File: config.mk
export PLATFORM = sky130hd
export DESIGN_NAME = sysmon_supervisor
export DESIGN_NICKNAME = d
export VERILOG_FILES = /design/src/rtl/sysmon_pkg.sv /design/src/rtl/sysmon_regs.sv /design/src/rtl/sysmon_alarm.sv /design/src/rtl/sysmon_wdog.sv /design/src/rtl/sysmon_supervisor.sv
export SDC_FILE = /design/constraint.sdc
export NUM_CORES = 1
export LEC_CHECK = 0
export CAP_MARGIN = 20
export CORE_ASPECT_RATIO = 1.4
export CORE_MARGIN = 3
export CORE_UTILIZATION = 50
export DETAILED_ROUTE_END_ITERATION = 6
export GPL_TIMING_DRIVEN = 0
export PLACE_DENSITY_LB_ADDON = 0.25
export SLEW_MARGIN = 10
export SYNTH_ARGS = -nofsm -noshare
export SYNTH_HDL_FRONTEND = slang
export SYNTH_SLANG_ARGS = --single-unit
File: constraint.sdc
create_clock -name clk -period 2.5 [get_ports clk]
set_clock_uncertainty 0.05 [all_clocks]
set_input_delay 0.5 -clock clk [delete_from_list [all_inputs] [get_ports clk]]
set_output_delay 0.5 -clock clk [all_outputs]
set_load 0.03 [all_outputs]
File: src/rtl/sysmon_pkg.sv
package sysmon_pkg;
  localparam int ADDR_W      = 3;
  localparam int NFIELD      = 4;
  localparam int NSRC        = 4;
  localparam logic [ADDR_W-1:0] RA_TIMEOUT = 3'd4;
  localparam logic [ADDR_W-1:0] RA_CTRL    = 3'd5;
  localparam logic [ADDR_W-1:0] RA_FLAGS   = 3'd6;
  localparam int CTRL_KICK   = 0;
  localparam int CTRL_EN_LSB = 4;
  localparam int SRC_ALARM   = 0;
  localparam int SRC_WDOG    = 1;
  localparam int SRC_LOWV    = 2;
  localparam int SRC_BKUP    = 3;
  typedef logic [NSRC-1:0] src_vec_t;
endpackage

File: src/rtl/sysmon_regs.sv
module sysmon_regs
  import sysmon_pkg::*;
#(
  parameter int DW = 8,
  parameter logic [DW-1:0] WD_INIT = DW'(10)
) (
  input  logic                       clk,
  input  logic                       rst_n,
  input  logic                       wr,
  input  logic                       rd,
  input  logic [ADDR_W-1:0]          addr,
  input  logic [DW-1:0]              wdata,
  input  src_vec_t                   flags_in,
  output logic [DW-1:0]              rdata,
  output logic [NFIELD-1:0][DW-2:0]  alm_val,
  output logic [NFIELD-1:0]          alm_mask,
  output logic [DW-1:0]              wd_timeout,
  output src_vec_t                   src_en,
  output logic                       kick,
  output logic                       flags_clr
);
  localparam int VW = DW - 1;

  logic [NFIELD-1:0][DW-1:0] match_q;
  logic [NFIELD-1:0]         match_we;
  logic [DW-1:0]             tmo_q, tmo_d;
  src_vec_t                  en_q, en_d;
  logic                      ctrl_we, tmo_we;
  logic [DW-1:0]             rd_mux;

  assign ctrl_we   = wr && (addr == RA_CTRL);
  assign tmo_we    = wr && (addr == RA_TIMEOUT);
  assign kick      = ctrl_we && wdata[CTRL_KICK];
  assign flags_clr = rd && (addr == RA_FLAGS);

  for (genvar f = 0; f < NFIELD; f++) begin : g_match
    assign match_we[f] = wr && (addr == ADDR_W'(f));
    always_ff @(posedge clk or negedge rst_n) begin
      if (!rst_n)           match_q[f] <= '0;
      else if (match_we[f]) match_q[f] <= wdata;
    end
    assign alm_val[f]  = match_q[f][VW-1:0];
    assign alm_mask[f] = match_q[f][DW-1];
  end

  always_comb begin
    tmo_d = tmo_q;
    en_d  = en_q;
    if (tmo_we)  tmo_d = wdata;
    if (ctrl_we) en_d  = wdata[CTRL_EN_LSB +: NSRC];
  end

  always_ff @(posedge clk or negedge rst_n) begin
    if (!rst_n) begin
      tmo_q <= WD_INIT;
      en_q  <= '0;
    end else begin
      tmo_q <= tmo_d;
      en_q  <= en_d;
    end
  end

  always_comb begin
    rd_mux = '0;
    if (addr < ADDR_W'(NFIELD)) begin
      rd_mux = match_q[addr[1:0]];
    end else if (addr == RA_TIMEOUT) begin
      rd_mux = tmo_q;
    end else if (addr == RA_CTRL) begin
      rd_mux[CTRL_EN_LSB +: NSRC] = en_q;
    end else if (addr == RA_FLAGS) begin
      rd_mux[NSRC-1:0] = flags_in;
    end
  end

  assign rdata      = rd ? rd_mux : '0;
  assign wd_timeout = tmo_q;
  assign src_en     = en_q;
endmodule

File: src/rtl/sysmon_alarm.sv
module sysmon_alarm
  import sysmon_pkg::*;
#(
  parameter int VW = 7
) (
  input  logic                      sec_tick,
  input  logic [NFIELD-1:0][VW-1:0] cur,
  input  logic [NFIELD-1:0][VW-1:0] val,
  input  logic [NFIELD-1:0]         mask,
  output logic                      hit
);
  logic [NFIELD-1:0] field_ok;

  for (genvar f = 0; f < NFIELD; f++) begin : g_cmp
    assign field_ok[f] = mask[f] || (cur[f] == val[f]);
  end

  assign hit = sec_tick && (&field_ok);
endmodule

File: src/rtl/sysmon_wdog.sv
module sysmon_wdog #(
  parameter int W = 8,
  parameter logic [W-1:0] INIT = W'(10)
) (
  input  logic         clk,
  input  logic         rst_n,
  input  logic         tick,
  input  logic         osc_en,
  input  logic         kick,
  input  logic [W-1:0] timeout,
  output logic         expire,
  output logic [W-1:0] cnt
);
  logic [W-1:0] cnt_q, cnt_d;
  logic [W-1:0] reload_q, reload_d;
  logic [W-1:0] cnt_inc;
  logic         advance;

  assign cnt_inc = cnt_q + 1'b1;
  assign advance = tick && osc_en && (reload_q != '0);

  always_comb begin
    cnt_d    = cnt_q;
    reload_d = reload_q;
    expire   = 1'b0;
    if (kick) begin
      cnt_d    = '0;
      reload_d = timeout;
    end else if (advance) begin
      if (cnt_inc == reload_q) begin
        expire = 1'b1;
        cnt_d  = '0;
      end else begin
        cnt_d  = cnt_inc;
      end
    end
  end

  always_ff @(posedge clk or negedge rst_n) begin
    if (!rst_n) begin
      cnt_q    <= '0;
      reload_q <= INIT;
    end else begin
      cnt_q    <= cnt_d;
      reload_q <= reload_d;
    end
  end

  assign cnt = cnt_q;
endmodule

File: src/rtl/sysmon_supervisor.sv
module sysmon_supervisor
  import sysmon_pkg::*;
#(
  parameter int DW = 8,
  parameter logic [DW-1:0] WD_INIT = DW'(10)
) (
  input  logic              clk,
  input  logic              rst_n,
  input  logic              sec_tick,
  input  logic [DW-2:0]     cur_sec,
  input  logic [DW-2:0]     cur_min,
  input  logic [DW-2:0]     cur_hour,
  input  logic [DW-2:0]     cur_date,
  input  logic              wd_tick,
  input  logic              osc_en,
  input  logic              low_volt,
  input  logic              on_backup,
  input  logic              reg_wr,
  input  logic              reg_rd,
  input  logic [ADDR_W-1:0] reg_addr,
  input  logic [DW-1:0]     reg_wdata,
  output logic [DW-1:0]     reg_rdata,
  output logic              irq_n,
  output logic [NSRC-1:0]   flags
);
  localparam int VW = DW - 1;

  logic [NFIELD-1:0][VW-1:0] cur_vec;
  logic [NFIELD-1:0][VW-1:0] alm_val;
  logic [NFIELD-1:0]         alm_mask;
  logic [DW-1:0]             wd_timeout;
  logic [DW-1:0]             wd_cnt;
  src_vec_t                  src_en, events, flags_q, flags_d;
  logic                      kick, flags_clr, alarm_hit, wd_expire;
  logic                      lv_q, bk_q;

  assign cur_vec = {cur_date, cur_hour, cur_min, cur_sec};

  sysmon_regs #(.DW(DW), .WD_INIT(WD_INIT)) u_regs (
    .clk(clk), .rst_n(rst_n), .wr(reg_wr), .rd(reg_rd), .addr(reg_addr),
    .wdata(reg_wdata), .flags_in(flags_q), .rdata(reg_rdata),
    .alm_val(alm_val), .alm_mask(alm_mask), .wd_timeout(wd_timeout),
    .src_en(src_en), .kick(kick), .flags_clr(flags_clr)
  );

  sysmon_alarm #(.VW(VW)) u_alarm (
    .sec_tick(sec_tick), .cur(cur_vec), .val(alm_val), .mask(alm_mask),
    .hit(alarm_hit)
  );

  sysmon_wdog #(.W(DW), .INIT(WD_INIT)) u_wdog (
    .clk(clk), .rst_n(rst_n), .tick(wd_tick), .osc_en(osc_en), .kick(kick),
    .timeout(wd_timeout), .expire(wd_expire), .cnt(wd_cnt)
  );

  always_comb begin
    events            = '0;
    events[SRC_ALARM] = alarm_hit;
    events[SRC_WDOG]  = wd_expire;
    events[SRC_LOWV]  = low_volt && !lv_q;
    events[SRC_BKUP]  = on_backup && !bk_q;
    flags_d = (flags_clr ? '0 : flags_q) | events;
  end

  always_ff @(posedge clk or negedge rst_n) begin
    if (!rst_n) begin
      flags_q <= '0;
      lv_q    <= 1'b0;
      bk_q    <= 1'b0;
    end else begin
      flags_q <= flags_d;
      lv_q    <= low_volt;
      bk_q    <= on_backup;
    end
  end

  assign irq_n = ~|(flags_q & src_en);
  assign flags = flags_q;
endmodule

Word level (Yosys, flattened, before mapping). Cells that the tools add are included.

$add $sub $neg: 1. Order comparisons: 2. Equal/unequal tests: 11. Mux-type cells: 15. Bitwise gates (word level): 2. Reductions and logical operators: 25.

Operators by type and width (number): $mux W8 (7); $eq A7 B7 Y1 (4); $bmux W8 S2 (1); $mux W4 (4); $logic_and A1 B1 Y1 (13); $eq A3 B3 Y1 const B (3); $add A8 B1 Y8 const B (1); $eq A8 B8 Y1 (1); $reduce_bool A8 Y1 (1); $eq A3 B2 Y1 const B (2); $and A4 B4 Y4 (1); $logic_or A1 B1 Y1 (4); $or A4 B4 Y4 (1); $reduce_and A4 Y1 (1); $reduce_or A4 Y1 (1); $eq A3 B1 Y1 const B (1); $logic_not A1 Y1 (3); $logic_not A3 Y1 (1); $lt A2 B3 Y1 const B (1); $lt A3 B3 Y1 const B (1); $mux W1 (3); $reduce_bool A2 Y1 (1).

Register bits: 66. Bits of input ports: 48. Output and inout bits: 13. Logic and storage cells: 67.

Logic depth before layout (Yosys ltp).
Word-level depth: 6. Gate-level depth with buffers: 8. Depth with buffers taken out: 6.

Hierarchy. Synthesis repeated with hierarchy kept, for this count alone.

Cells, all modules: 327. Area total of the unflattened synthesis: 3758.6 sq um.

By module, submodules not included: sysmon_regs (times used 1, cells each 158, area an instance 2187.1 sq um, seq. area each 1103.6 sq um); sysmon_wdog (times used 1, cells each 115, area an instance 1028.5 sq um, seq. area each 402.9 sq um); sysmon_alarm (times used 1, cells each 39, area an instance 325.3 sq um, seq. area each 0.0 sq um); sysmon_supervisor (times used 1, cells each 15, area an instance 217.7 sq um, seq. area each 150.1 sq um).

Least setup slack after synthesis. No wires, ideal clock.

Path kind: input to output. Start point: in reg_addr[0]. End point: out reg_rdata[4]. Arrival: 1.731 ns. Data required time: 1.950 ns. Setup slack: 0.219 ns. Stages: 6. Path buffers: 2. Cell sequence: buf_2 -> buf_6 -> mux4_2 -> inv_1 -> o22ai_1 -> and2_1.

Cells in the longest elaborated chain, start to end: 5. Elaborated cells on any way between the ends: 9. Classes of those cells: 1 x order compare; 2 x eq/ne; 6 x mux.

Ends and longest elaborated chain: start: declaration (RTL line sysmon_supervisor.sv:20) `input logic [ADDR_W-1:0] reg_addr,`; $eq A3 B3 Y1 (RTL line sysmon_regs.sv:69) `end else if (addr == RA_CTRL) begin`; $mux W4 (RTL line sysmon_regs.sv:69); $mux W8 (RTL line sysmon_regs.sv:67) `end else if (addr == RA_TIMEOUT) begin`; $mux W8 (*) (RTL line sysmon_regs.sv:65) `if (addr < ADDR_W'(NFIELD)) begin`; $mux W8 (*) (RTL line sysmon_regs.sv:76) `assign rdata = rd ? rd_mux : '0;`; end: declaration (RTL line sysmon_supervisor.sv:22) `output logic [DW-1:0] reg_rdata,`.

Mark *: on every way between the ends. The rest lies on a longest branch, timed or not. The select of a mux whose other input is x is not followed.

Final worst setup path. Same ends and word-level chain as after synthesis.

==> results.tsv <==
metric	value	unit
Worst Min Path Start	bk_q$_DFF_PN0_	
synth top area cells	dfrtp_1, mux2_2, mux4_2	
sw power	0.001068	W
ys async rst share	1.000	
Worst EP arrival	1.88	ns
Area growth syn-to-layout	25.77	%
reg2reg setup slack	0.27	ns
Site Rows	36	
Cells after Synth	311	
vias in the first global route	2963	
Synth Flop Type	dfrtp_1	
CP max stage cell	mux4_2	
fillcell total	577	
grt met1 use	0.2489	
Final Non-Filler Cells	481	
Critical Path RT	1.95	ns
WHS Endpoint	flags[3]$_DFF_PN0_	
Antenna Cells	0	
grt total ovfl	0	
GP Congestion	0.8991	
top cell type's share of synthesized area	0.4232	
Clock Power Share	0.280	
CTS clk-pin slew, worst paths	0.07	ns
most common cell in the netlist	dfrtp_1	
Clock Tree Buf Depth	2	
initial detailed-routing violation count	87	
total power divided by cell area	764.4	nW/um2
area of the mapped netlist	3666	um2
most instantiated cells after synthesis	dfrtp_1, mux2_2, nand2_1, xor2_1, xnor2_1	
initial antenna violation count	0	
Reg power frac	0.439	
crit share post-route	0.9727	
outcome	complete, no violations	
Synthesized Nets	360	
DP Cell Count	464	
Post-Route WL	8.649	mm
max-cap violations	0	
Clock Tree Root	clkbuf_8	
setup violators final	0	
chip width	78.37	um
Setup crit start kind	input port	
critical path peak fanout	10	
sw frac	0.3031	
register area share after synthesis	0.4519	
Seq cells post-synth	66	
RR Startpoint	u_wdog.cnt[0]$_DFFE_PN0P_	
Final ANT Viol Nets	0	
Pleak	1.955	nW
CP max stage delay	0.51	ns
DRC Markers	0	
Avg Inst Size Synth	11.79	um2
Starting Density	0.5217	
crit-path cells	buf_6, buf_12, mux4_2, inv_1, o22ai_1, and2_1, clkdlybuf4s15_2	
Worst setup EP type	output pin	
largest net degree at the start of global routing	51	
Net count, final	430	
Hold/Removal Path Class	reg2reg	
Core ar.	7027	um2
IO Port Bufs	57	
worst skew pair latency	0.33	ns
Peak Freq	411.2	MHz
Reg2Reg Depth	7	
vias per cell	5.686	
critical path type	in2out	
dpl hpwl	6.724	mm
CTS tree	built	
routed len/inst	17.98	um
first-pass GRT wire length	14.53	mm
leading area contributor after synthesis	dfrtp_1	
core occupancy in the finished layout	0.6562	
# IOs	61	
Period minus WS final	2.432	ns
final hold vios	0	
Least-Margin Pin Slew	0.7314	ns
Max Slew Vio Count	0	
busiest grt layer	met2	
total die area	8410	um2
Clock Sinks	66	
WHS Path Cells	1	
EDFF count, synth	0	
Logic pwr share	0.282	
Worst R2R End	flags[1]$_DFF_PN0_	
Worst slew margin	0.5106	
synth unique cells	47	
Internal	0.002456	W
worst-case vdd ir drop	0.0004159	V
Ys Warns	0	
htree depth	3	
via count	2735	
router iterations before antenna repair	4	
die height	107.3	um
total track usage	0.2253	
RSZ-0062 raised after global routing	no	
met3 Use GR	0.04439	
GR Layer Usage met2	0.4234	
layout cell share with drive strength beyond 1	0.2772	
CTS buffer count	9	
[per-stage QoR]
step                hold WS, ns    TNS, ns  setup slack [ns]  total power, W  area (um2)
floorplan                0.1544          0            0.2186        0.002197        3666
global placement         0.3571     -86.43            -1.327        0.002522        4355
detailed placement       0.3415     -2.392           -0.4373        0.002575        4380
CTS                      0.3900  -0.005350         -0.005350        0.003548        4618
global route             0.4043          0          0.002399        0.003724        4611
finish                   0.3832          0           0.06813        0.003525        4611
[power by group through the flow]
stage | Sequential (W) | Clock [W] | Combinational, W
after floorplan | 0.00152 | 0 | 0.000680
after global placement | 0.00155 | 0 | 0.000974
after detailed placement | 0.00157 | 0 | 0.00101
after CTS | 0.00155 | 0.000997 | 0.00100
after global routing | 0.00159 | 0.00105 | 0.00109
final | 0.00155 | 0.000986 | 0.000993
[registers in the layout (all words and copies together), names as in the netlist]
register	flops
u_wdog.cnt	8
u_regs.src_en	4
lv_q	1
flags	4
u_wdog.reload_q	8
u_regs.wd_timeout	8
bk_q	1
u_regs.alm_val	28
u_regs.alm_mask	4
[cells by family after synthesis]
logic type,after synthesis,share of synthesized area
AOI/OAI and AO/OA,42,0.08191
xor gates and xnor gates,36,0.08601
adders and majority gates,1,0.003412
buffers and inverters,25,0.03754
DFF,66,0.4519
muxes,65,0.2212
and+or+nand+nor,76,0.1181
[repair_timing]
item	in CTS	in global routing
hold endpoints to repair	16	0
setup endpoints to repair	9	7
hold buffers	1	0
gates resized for setup	18	10
buffers inserted	0	0
[critical path: cells and delay by family]
family | cells | cell delay, ns
buffers and inverters | 4 | 0.64
muxes | 1 | 0.51
and+or+nand+nor | 1 | 0.17
AOI/OAI and AO/OA | 1 | 0.06
[cells in the final DEF (no fill, tap or decap), types with 3 or more instances in the layout]
cell type / Yosys / routed
buf_4: 4 / 5
nor2_1: 5 / 5
nand2b_1: 3 / 3
and2_1: 8 / 8
o21ai_0: 6 / 6
o2111ai_1: 6 / 6
dfstp_2: 4 / 4
xnor2_1: 16 / 16
a41oi_1: 4 / 4
o22ai_1: 10 / 10
mux2_2: 48 / 48
nor4_1: 7 / 7
xor2_1: 20 / 20
clkdlybuf4s50_1: 0 / 47
clkbuf_8: 0 / 10
inv_1: 10 / 10
nand2_1: 20 / 20
clkbuf_1: 3 / 4
a21oi_1: 7 / 7
nand3_1: 7 / 7
buf_2: 5 / 5
clkbuf_2: 0 / 3
buf_6: 3 / 3
dlygate4sd2_1: 0 / 3
dfrtp_1: 62 / 62
mux4_2: 8 / 8
or2_2: 6 / 6
mux2i_1: 9 / 9
[worst max-delay path by stage]
stage	startpoint	end	slack, ns
after CTS	reg_addr[0]	reg_rdata[6]	-0.005
after detailed placement	reg_addr[0]	reg_rdata[6]	-0.44
after floorplan	reg_addr[0]	reg_rdata[4]	0.22
after global routing	u_regs.alm_val[23]$_DFFE_PN0P_	reg_rdata[2]	0.002
after global placement	rst_n	u_regs.alm_val[23]$_DFFE_PN0P_	-1.33
final	reg_addr[0]	reg_rdata[4]	0.07
[cell type report]
type                       instances  area (um2)  area share
clock inverter                     4       75.07     0.01628
inverter                          10       37.54    0.008141
timing repair buffer              59       589.3      0.1278
buffer                            15       116.4     0.02524
clock buffer                      12       145.1     0.03148
tap                               95       118.9     0.02578
multi-input combinational        220        1872      0.4060
sequential                        66        1657      0.3593
[per-layer routing]
| layer | wire length [um] | part of all wire |
|---|---|---|
| met5 | 0 | 0 |
| met4 | 194 | 0.022 |
| met3 | 324 | 0.037 |
| met2 | 4936 | 0.57 |
| met1 | 3193 | 0.37 |
Power figures use the tool's default switching activity.
